**src/rtl/dmadec_pkg.sv**
```systemverilog
package dmadec_pkg;
  typedef enum logic [1:0] {
    ST_IDLE = 2'd0,
    ST_LO   = 2'd1,
    ST_HI   = 2'd2,
    ST_FIN  = 2'd3
  } dmadec_state_t;

  typedef struct packed {
    logic       ok;
    logic       write;
    logic       irq;
    logic [7:0] count;
    logic [7:0] burst;
  } dmadec_hdr_t;

  localparam logic [1:0]  CMD_PLANE  = 2'b10;
  localparam logic [31:0] ERASE_WORD = 32'h0000_0001;
  localparam logic [31:0] MARK_HI    = 32'h0000_2200;
  localparam logic [31:0] MARK_LO    = 32'h0000_2300;
  localparam logic [31:0] MARK_FIN   = 32'h0000_2400;
endpackage

```
**src/rtl/dmadec_addr_split.sv**
```systemverilog
module dmadec_addr_split #(
  parameter int PAGE_W = 24,
  parameter int BANK_W = 2,
  parameter int MAP_W  = 2,
  localparam int ADDR_W = MAP_W + BANK_W + PAGE_W
) (
  input  logic [ADDR_W-1:0] addr_i,
  output logic [MAP_W-1:0]  map_o,
  output logic [BANK_W-1:0] bank_o,
  output logic [PAGE_W-1:0] page_o
);
  assign map_o  = addr_i[ADDR_W-1 -: MAP_W];
  assign bank_o = addr_i[PAGE_W +: BANK_W];
  assign page_o = addr_i[PAGE_W-1:0];
endmodule

```
**src/rtl/dmadec_hdr_parse.sv**
```systemverilog
module dmadec_hdr_parse
  import dmadec_pkg::*;
#(
  parameter int DATA_W = 32
) (
  input  logic [DATA_W-1:0] data_i,
  input  logic              fmt64_i,
  output logic              is_erase_o,
  output dmadec_hdr_t       hdr_o
);
  logic tag_ok;
  assign tag_ok     = (data_i[15:9] == 7'b0010000);
  assign is_erase_o = (data_i == DATA_W'(ERASE_WORD));

  always_comb begin
    hdr_o.write = data_i[8];
    hdr_o.count = data_i[7:0];
    if (fmt64_i) begin
      hdr_o.ok    = tag_ok && (data_i[DATA_W-1:25] == '0);
      hdr_o.irq   = data_i[24];
      hdr_o.burst = data_i[23:16];
    end else begin
      hdr_o.ok    = tag_ok && (data_i[DATA_W-1:16] == '0);
      hdr_o.irq   = 1'b0;
      hdr_o.burst = 8'd0;
    end
  end
endmodule

```
**src/rtl/dmadec_seq.sv**
```systemverilog
module dmadec_seq
  import dmadec_pkg::*;
#(
  parameter int PAGE_W  = 24,
  parameter int BANK_W  = 2,
  parameter int MAP_W   = 2,
  parameter int DATA_W  = 32,
  parameter int MADDR_W = 64
) (
  input  logic               clk,
  input  logic               rst_n,
  input  logic               wr_valid_i,
  input  logic [MAP_W-1:0]   map_i,
  input  logic [BANK_W-1:0]  bank_i,
  input  logic [PAGE_W-1:0]  page_i,
  input  logic [DATA_W-1:0]  data_i,
  input  logic               dma_en_i,
  input  logic               fmt64_i,
  input  logic               is_erase_i,
  input  dmadec_hdr_t        hdr_i,
  output logic               start_o,
  output logic               start_write_o,
  output logic [BANK_W-1:0]  start_bank_o,
  output logic [PAGE_W-1:0]  start_page_o,
  output logic [7:0]         start_count_o,
  output logic [7:0]         start_burst_o,
  output logic               start_irq_o,
  output logic [MADDR_W-1:0] start_maddr_o,
  output logic               erase_o,
  output logic [BANK_W-1:0]  erase_bank_o,
  output logic [PAGE_W-1:0]  erase_page_o,
  output logic               err_o
);
  localparam int HALF_W = MADDR_W / 2;
  localparam int SEG_W  = HALF_W / 2;

  dmadec_state_t      st_q, st_d;
  logic               fmt_q, fmt_d;
  logic               wr_q, wr_d, irq_q, irq_d;
  logic [BANK_W-1:0]  bank_q, bank_d;
  logic [PAGE_W-1:0]  page_q, page_d;
  logic [7:0]         cnt_q, cnt_d, burst_q, burst_d;
  logic [MADDR_W-1:0] maddr_q, maddr_d;
  logic               start_d, erase_d, err_d, cap_en, ers_en;
  logic               hit, step_ok;

  assign hit = wr_valid_i && (map_i == CMD_PLANE);

  always_comb begin
    st_d = st_q; fmt_d = fmt_q; wr_d = wr_q; irq_d = irq_q;
    bank_d = bank_q; page_d = page_q; cnt_d = cnt_q; burst_d = burst_q;
    maddr_d = maddr_q;
    start_d = 1'b0; erase_d = 1'b0; err_d = 1'b0; cap_en = 1'b0; ers_en = 1'b0;
    step_ok = 1'b0;
    if (hit) begin
      unique case (st_q)
        ST_IDLE: begin
          if (is_erase_i) begin
            erase_d = 1'b1; ers_en = 1'b1;
          end else if (hdr_i.ok && dma_en_i) begin
            cap_en = 1'b1; st_d = ST_LO;
            fmt_d = fmt64_i; wr_d = hdr_i.write; irq_d = hdr_i.irq;
            cnt_d = hdr_i.count; burst_d = hdr_i.burst;
            bank_d = bank_i; page_d = page_i; maddr_d = '0;
          end else begin
            err_d = 1'b1;
          end
        end
        ST_LO: begin
          step_ok = dma_en_i && (bank_i == bank_q) &&
                    (fmt_q ? (page_i == page_q) : (data_i == DATA_W'(MARK_HI)));
          if (step_ok) begin
            cap_en = 1'b1; st_d = ST_HI;
            if (fmt_q) maddr_d[HALF_W-1:0] = data_i[HALF_W-1:0];
            else       maddr_d[HALF_W-1:SEG_W] = page_i[23:8];
          end
        end
        ST_HI: begin
          step_ok = dma_en_i && (bank_i == bank_q) &&
                    (fmt_q ? (page_i == page_q) : (data_i == DATA_W'(MARK_LO)));
          if (step_ok) begin
            cap_en = 1'b1;
            if (fmt_q) begin
              maddr_d[MADDR_W-1:HALF_W] = data_i[HALF_W-1:0];
              start_d = 1'b1; st_d = ST_IDLE;
            end else begin
              maddr_d[SEG_W-1:0] = page_i[23:8];
              st_d = ST_FIN;
            end
          end
        end
        ST_FIN: begin
          step_ok = dma_en_i && (bank_i == bank_q) && (data_i == DATA_W'(MARK_FIN)) &&
                    (page_i[PAGE_W-1:17] == '0) && (page_i[7:0] == 8'd0);
          if (step_ok) begin
            cap_en = 1'b1; start_d = 1'b1; st_d = ST_IDLE;
            irq_d = page_i[16]; burst_d = page_i[15:8];
          end
        end
        default: st_d = ST_IDLE;
      endcase
      if (st_q != ST_IDLE && !step_ok) begin
        err_d = 1'b1; st_d = ST_IDLE;
      end
    end
  end

  always_ff @(posedge clk or negedge rst_n) begin
    if (!rst_n) begin
      st_q <= ST_IDLE;
      start_o <= 1'b0; erase_o <= 1'b0; err_o <= 1'b0;
      fmt_q <= 1'b0; wr_q <= 1'b0; irq_q <= 1'b0;
      bank_q <= '0; page_q <= '0; cnt_q <= '0; burst_q <= '0; maddr_q <= '0;
      erase_bank_o <= '0; erase_page_o <= '0;
    end else begin
      st_q    <= st_d;
      start_o <= start_d;
      erase_o <= erase_d;
      err_o   <= err_d;
      if (cap_en) begin
        fmt_q <= fmt_d; wr_q <= wr_d; irq_q <= irq_d;
        bank_q <= bank_d; page_q <= page_d; cnt_q <= cnt_d;
        burst_q <= burst_d; maddr_q <= maddr_d;
      end
      if (ers_en) begin
        erase_bank_o <= bank_i;
        erase_page_o <= page_i;
      end
    end
  end

  assign start_write_o = wr_q;
  assign start_bank_o  = bank_q;
  assign start_page_o  = page_q;
  assign start_count_o = cnt_q;
  assign start_burst_o = burst_q;
  assign start_irq_o   = irq_q;
  assign start_maddr_o = maddr_q;

  // the three strobes never overlap
  a_r12_one_strobe: assert property (@(posedge clk) disable iff (!rst_n)
    $onehot0({start_o, erase_o, err_o}));
  // a start is never two cycles long
  a_r12_start_pulse: assert property (@(posedge clk) disable iff (!rst_n)
    start_o |=> !start_o);
  // a start only follows a write seen with the enable flag high
  a_r10_start_needs_en: assert property (@(posedge clk) disable iff (!rst_n)
    start_o |-> $past(dma_en_i) && $past(wr_valid_i));
  // a write to another plane produces nothing
  a_r2_other_plane: assert property (@(posedge clk) disable iff (!rst_n)
    (wr_valid_i && map_i != CMD_PLANE) |=> !(start_o || erase_o || err_o));
  // after an error the decoder is idle
  a_r11_err_idle: assert property (@(posedge clk) disable iff (!rst_n)
    err_o |-> st_q == ST_IDLE);
  // erase is only reported for an idle-state write
  a_r3_erase_from_idle: assert property (@(posedge clk) disable iff (!rst_n)
    erase_o |-> $past(st_q) == ST_IDLE);
  // narrow-format starts carry no upper address bits
  a_r8_narrow_upper_zero: assert property (@(posedge clk) disable iff (!rst_n)
    (start_o && !fmt_q) |-> start_maddr_o[MADDR_W-1:HALF_W] == '0);
endmodule

```
**src/rtl/dma_cmd_decoder.sv**
```systemverilog
module dma_cmd_decoder
  import dmadec_pkg::*;
#(
  parameter int PAGE_W  = 24,
  parameter int BANK_W  = 2,
  parameter int MAP_W   = 2,
  parameter int DATA_W  = 32,
  parameter int MADDR_W = 64,
  localparam int ADDR_W = MAP_W + BANK_W + PAGE_W
) (
  input  logic               clk,
  input  logic               rst_n,
  input  logic               wr_valid_i,
  input  logic [ADDR_W-1:0]  wr_addr_i,
  input  logic [DATA_W-1:0]  wr_data_i,
  input  logic               dma_en_i,
  input  logic               fmt64_i,
  output logic               start_o,
  output logic               start_write_o,
  output logic [BANK_W-1:0]  start_bank_o,
  output logic [PAGE_W-1:0]  start_page_o,
  output logic [7:0]         start_count_o,
  output logic [7:0]         start_burst_o,
  output logic               start_irq_o,
  output logic [MADDR_W-1:0] start_maddr_o,
  output logic               erase_o,
  output logic [BANK_W-1:0]  erase_bank_o,
  output logic [PAGE_W-1:0]  erase_page_o,
  output logic               err_o
);
  logic [MAP_W-1:0]  map;
  logic [BANK_W-1:0] bank;
  logic [PAGE_W-1:0] page;
  logic              is_erase;
  dmadec_hdr_t       hdr;

  dmadec_addr_split #(.PAGE_W(PAGE_W), .BANK_W(BANK_W), .MAP_W(MAP_W)) u_split (
    .addr_i(wr_addr_i), .map_o(map), .bank_o(bank), .page_o(page));

  dmadec_hdr_parse #(.DATA_W(DATA_W)) u_parse (
    .data_i(wr_data_i), .fmt64_i(fmt64_i), .is_erase_o(is_erase), .hdr_o(hdr));

  dmadec_seq #(.PAGE_W(PAGE_W), .BANK_W(BANK_W), .MAP_W(MAP_W),
               .DATA_W(DATA_W), .MADDR_W(MADDR_W)) u_seq (
    .clk(clk), .rst_n(rst_n), .wr_valid_i(wr_valid_i),
    .map_i(map), .bank_i(bank), .page_i(page), .data_i(wr_data_i),
    .dma_en_i(dma_en_i), .fmt64_i(fmt64_i), .is_erase_i(is_erase), .hdr_i(hdr),
    .start_o(start_o), .start_write_o(start_write_o), .start_bank_o(start_bank_o),
    .start_page_o(start_page_o), .start_count_o(start_count_o),
    .start_burst_o(start_burst_o), .start_irq_o(start_irq_o),
    .start_maddr_o(start_maddr_o), .erase_o(erase_o), .erase_bank_o(erase_bank_o),
    .erase_page_o(erase_page_o), .err_o(err_o));
endmodule

```
**config.mk**
```make
export PLATFORM = sky130hd
export DESIGN_NAME = dma_cmd_decoder
export DESIGN_NICKNAME = d
export VERILOG_FILES = /design/src/rtl/dmadec_pkg.sv /design/src/rtl/dmadec_addr_split.sv /design/src/rtl/dmadec_hdr_parse.sv /design/src/rtl/dmadec_seq.sv /design/src/rtl/dma_cmd_decoder.sv
export SDC_FILE = /design/constraint.sdc
export NUM_CORES = 1
export LEC_CHECK = 0
export BUFFER_PORTS_ARGS = -buffer_cell sky130_fd_sc_hd__buf_2
export CAP_MARGIN = 20
export CELL_PAD_IN_SITES_DETAIL_PLACEMENT = 0
export CELL_PAD_IN_SITES_GLOBAL_PLACEMENT = 1
export CORE_MARGIN = 5
export CORE_UTILIZATION = 25
export CTS_BUF_LIST = sky130_fd_sc_hd__clkbuf_8 sky130_fd_sc_hd__clkbuf_16
export DETAILED_ROUTE_END_ITERATION = 6
export PLACE_DENSITY_LB_ADDON = 0.12
export SYNTH_ARGS = -nofsm -noshare
export SYNTH_HDL_FRONTEND = slang
export SYNTH_HIERARCHICAL = 1
export SYNTH_SLANG_ARGS = --single-unit
```
**constraint.sdc**
```tcl
create_clock -name clk -period 2.9 [get_ports clk]
set_clock_uncertainty 0.2 [all_clocks]
set_input_delay 0.29 -clock clk [delete_from_list [all_inputs] [get_ports clk]]
set_output_delay 0.29 -clock clk [all_outputs]
set_load 0.01 [all_outputs]
```
==> impl_metrics.yaml <==
outcome:
  status: "finished, violations left"
  violations: "setup timing"
sta:
  slew_headroom_pct: 57.1
  fmax_ghz: 0.303
  finalMaxSlewViolations: 0
  rsz0062_at_grt: "true"
  setup_ws_ns: -0.399
  setup_viol: 84
  tns_ns: -26.12
  worst_pin_slew_ns: 0.644
  finalHoldViolations: 0
  period_minus_slack_ns: 3.30
  layout_worst_path_cycle_share_pct: 114
global_route:
  grt_pass1_vias: 6657
  grt_max_degree: 62
  gr-total-overflow: 0
  antenna_found_initial: 1
  grt_pass1_wl_mm: 42.9
  grt_usage_pct: 17.0
routing:
  dr.pass1.iters: 4
  via_count: 6106
  drc: 0
  wirelength_mm: 28.8
  wl_per_cell_um: 21.0
  first_iter_violations: 335
  routed_via_density: 4.45
  postRouteAntennaNets: 0
layout:
  final_nets: 1040
  fillers: 2974
  fin_area_um2: 10700
  synthToLayoutAreaGrowth_pct: 44.8
  layout.cells.non_filler: 1373
  n_antenna_cell: 0
  drive_above_1_share_pct: 54.3
pwr:
  power_density_nw_per_um2: 548
  peakVddDrop_mv: 0.332
  power_leakage_nw: 5.77
floorplanning:
  die_area_um2: 33100
  ios: 202
  die_h_um: 182
  die_w_um: 182
  core-area_um2: 29400
  placementRows: 63
  start_util_pct: 25.1
worst_setup_path:
  criticalPathCategory: "reg2reg"
  cp_max_fo: 16
  startpoint_type: "flip-flop"
  crit_chain: "xor2_1, nor4_1, buf_4, nand4_1, o31a_1, or3_4, a21o_1, buf_4, a221o_2, buf_12, mux2i_1"
  max_stage_delay_ns: 0.44
  worst-endpoint-arrival_ns: 3.43
  crit_required_ns: 3.04
  reg2reg_depth: 11
  crit_path_top_delay_cell: "a221o_2"
  end_kind: "flip-flop"
  crit_top_cell: "buf_4"
logic_synthesis:
  synth_nets: 712
  synth-xor-area-share_pct: 3.08
  synth-simple-area-share_pct: 11.2
  synth_area_um2: 7390
  yosys_warnings: 6
  synth_compound_area_share_pct: 5.05
  netlist.top_cell.by_area: "dfrtp_1"
  synthDistinctLibCells: 51
  synth_top_family_by_area: "multiplexers"
  synth_top_area_share_pct: 47.4
  synthCells: 642
  synth_fa_ha_area_share_pct: 0.847
  synthTopCellsByArea: "dfrtp_1 (47%), mux2_2 (13%), mux2i_1 (6.5%)"
  ys_ff_latch: 140
  seq_area_frac_synth_pct: 47.4
  synth_area_per_cell_um2: 11.5
  synth_mux_area_share_pct: 24.6
hold_path:
  hold_class: "in2reg"
  hold_depth: 3
clocking:
  worstSkewPairLatency_ns: 0.42
  ctsRootBufferMaster: "clkbuf_16"
  clock_sinks: 140
  cts_tree: "done"
  htreeDepth: 4
  clockBufferDepth: 2
  clk_pin_slew_ns: 0.07
  numCtsBuffers: 17
place:
  post-place-cells: 1324
  place.gp.congestion: 0.819
  dp_hpwl_mm: 21.7
  io_buffer_count: 201
  placed_area_um2: 9800
flow_run:
  drv_cap: 0
[where the power goes]
part	total, mW	internal (mW)	leakage, nW	switching, mW
registers	2.08	2.02	1.78	0.0550
clock network	2.37	1.40	0.303	0.970
logic	1.41	0.620	3.69	0.793
total	5.86	4.04	5.77	1.82
[metrics by stage]
| stage | setup WS, ns | hold slack, ns | power (mW) | utilization [%] |
|---|---|---|---|---|
| 2_1_floorplan | -0.306 | -0.206 | 2.85 | - |
| 4_1_cts | -0.392 | 0.0228 | 5.93 | 36.0 |
| 3_5_place_dp | -0.571 | 0.147 | 3.50 | 33.3 |
| 5_1_grt | -0.518 | 0.0373 | 6.15 | 36.4 |
| 3_3_place_gp | -0.519 | 0.137 | 3.49 | 33.3 |
| 6_report | -0.399 | 0.0427 | 5.86 | 36.4 |
[state kept, by name, indices dropped and copies added, names as in the netlist]
name and flops:
u_seq/err_o 1, u_seq/start_bank_o 2, u_seq/fmt_q 1, u_seq/start_maddr_o 64, u_seq/erase_bank_o 2, u_seq/start_count_o 8
u_seq/start_irq_o 1, u_seq/erase_o 1, u_seq/start_write_o 1, u_seq/start_o 1, u_seq/start_burst_o 8, u_seq/st_q 2
u_seq/start_page_o 24, u_seq/erase_page_o 24
[cell usage in the layout (no fill, tap or decap), types with 20 or more instances in the layout]
| cell type | count |
|---|---|
| mux2i_1 | 48 |
| mux2_4 | 31 |
| buf_4 | 156 |
| mux2_2 | 81 |
| dfrtp_1 | 140 |
| nor2_1 | 23 |
| clkbuf_16 | 20 |
| inv_1 | 43 |
| nand2_1 | 46 |
| buf_2 | 200 |
| xor2_1 | 24 |
[metal layers]
metal | GRT usage (%) | wire length [µm] | up-vias
met3 | 3.97 | 1360 | 19
met4 | 4.38 | 447 | 2
met5 | 0 | 20 | -
met2 | 27.8 | 13800 | 168
met1 | 22.8 | 13200 | 3034
li1 | - | - | 2883
[timing repair]
action | CTS | global route
pin swaps | 4 | 4
endpoints found under the hold margin | 66 | 0
resized for setup | 8 | 10
setup buffers | 3 | 3
endpoints found under the setup margin | 109 | 111
gates cloned | 2 | 3
hold buffers | 6 | 0
[critical path: cells and delay by family (launching register included)]
kind / cells / cell delay (ns)
XOR/XNOR: 1 / 0.15
flip-flops: 1 / 0.39
buffers and inverters: 3 / 0.52
AND/OR/NAND/NOR: 3 / 0.79
AO/OA/AOI/OAI: 3 / 0.95
multiplexers: 1 / 0.19
[final timing paths]
kind                                        from                       to  slack (ns)
min                                 wr_addr_i[2]    u_seq/erase_page_o[2]        0.04
min reg2reg                u_seq/erase_page_o[7]    u_seq/erase_page_o[7]        0.30
max                        u_seq/start_page_o[5]  u_seq/start_maddr_o[50]       -0.40
min in group asynchronous                  rst_n  u_seq/start_maddr_o[53]        0.25
max reg2reg                u_seq/start_page_o[5]  u_seq/start_maddr_o[50]       -0.40
max in group asynchronous                  rst_n   u_seq/start_burst_o[5]        1.55
[cell type report]
class / instances / area [µm²] / share of cell area, %
multi-input cells: 393 / 3410 / 31.9
flip-flops and latches: 140 / 3500 / 32.8
clock buffers: 18 / 439 / 4.11
inverters: 42 / 158 / 1.47
clock inverters: 14 / 184 / 1.72
well taps: 390 / 488 / 4.56
repair buffers: 376 / 2510 / 23.5
[synthesized netlist by cell type, drive strengths merged]
cell type	instances
a2111oi	1
a211o	1
a21o	3
a21oi	6
a221o	3
a221oi	1
a22oi	16
a311o	1
a31o	1
a31oi	2
a41o	1
and2	10
buf	49
clkbuf	19
dfrtp	140
ha	5
inv	42
mux2	112
mux2i	48
nand2	46
nand3	2
nand3b	2
nand4	10
nand4b	3
nor2	24
nor2b	16
nor3	8
nor3b	1
nor4	20
nor4b	5
o211a	1
o21ai	4
o221a	1
o22ai	1
o31a	1
o31ai	1
o32ai	1
o41a	1
or2	2
or3	5
xnor2	2
xor2	24
[cell families after synthesis]
family,after synthesis
buffers and inverters,110
adders and majority gates,5
xor gates and xnor gates,26
and+or+nand+nor,154
DFF,140
muxes,160
AOI/OAI and AO/OA,47
Power figures use the tool's default switching activity.
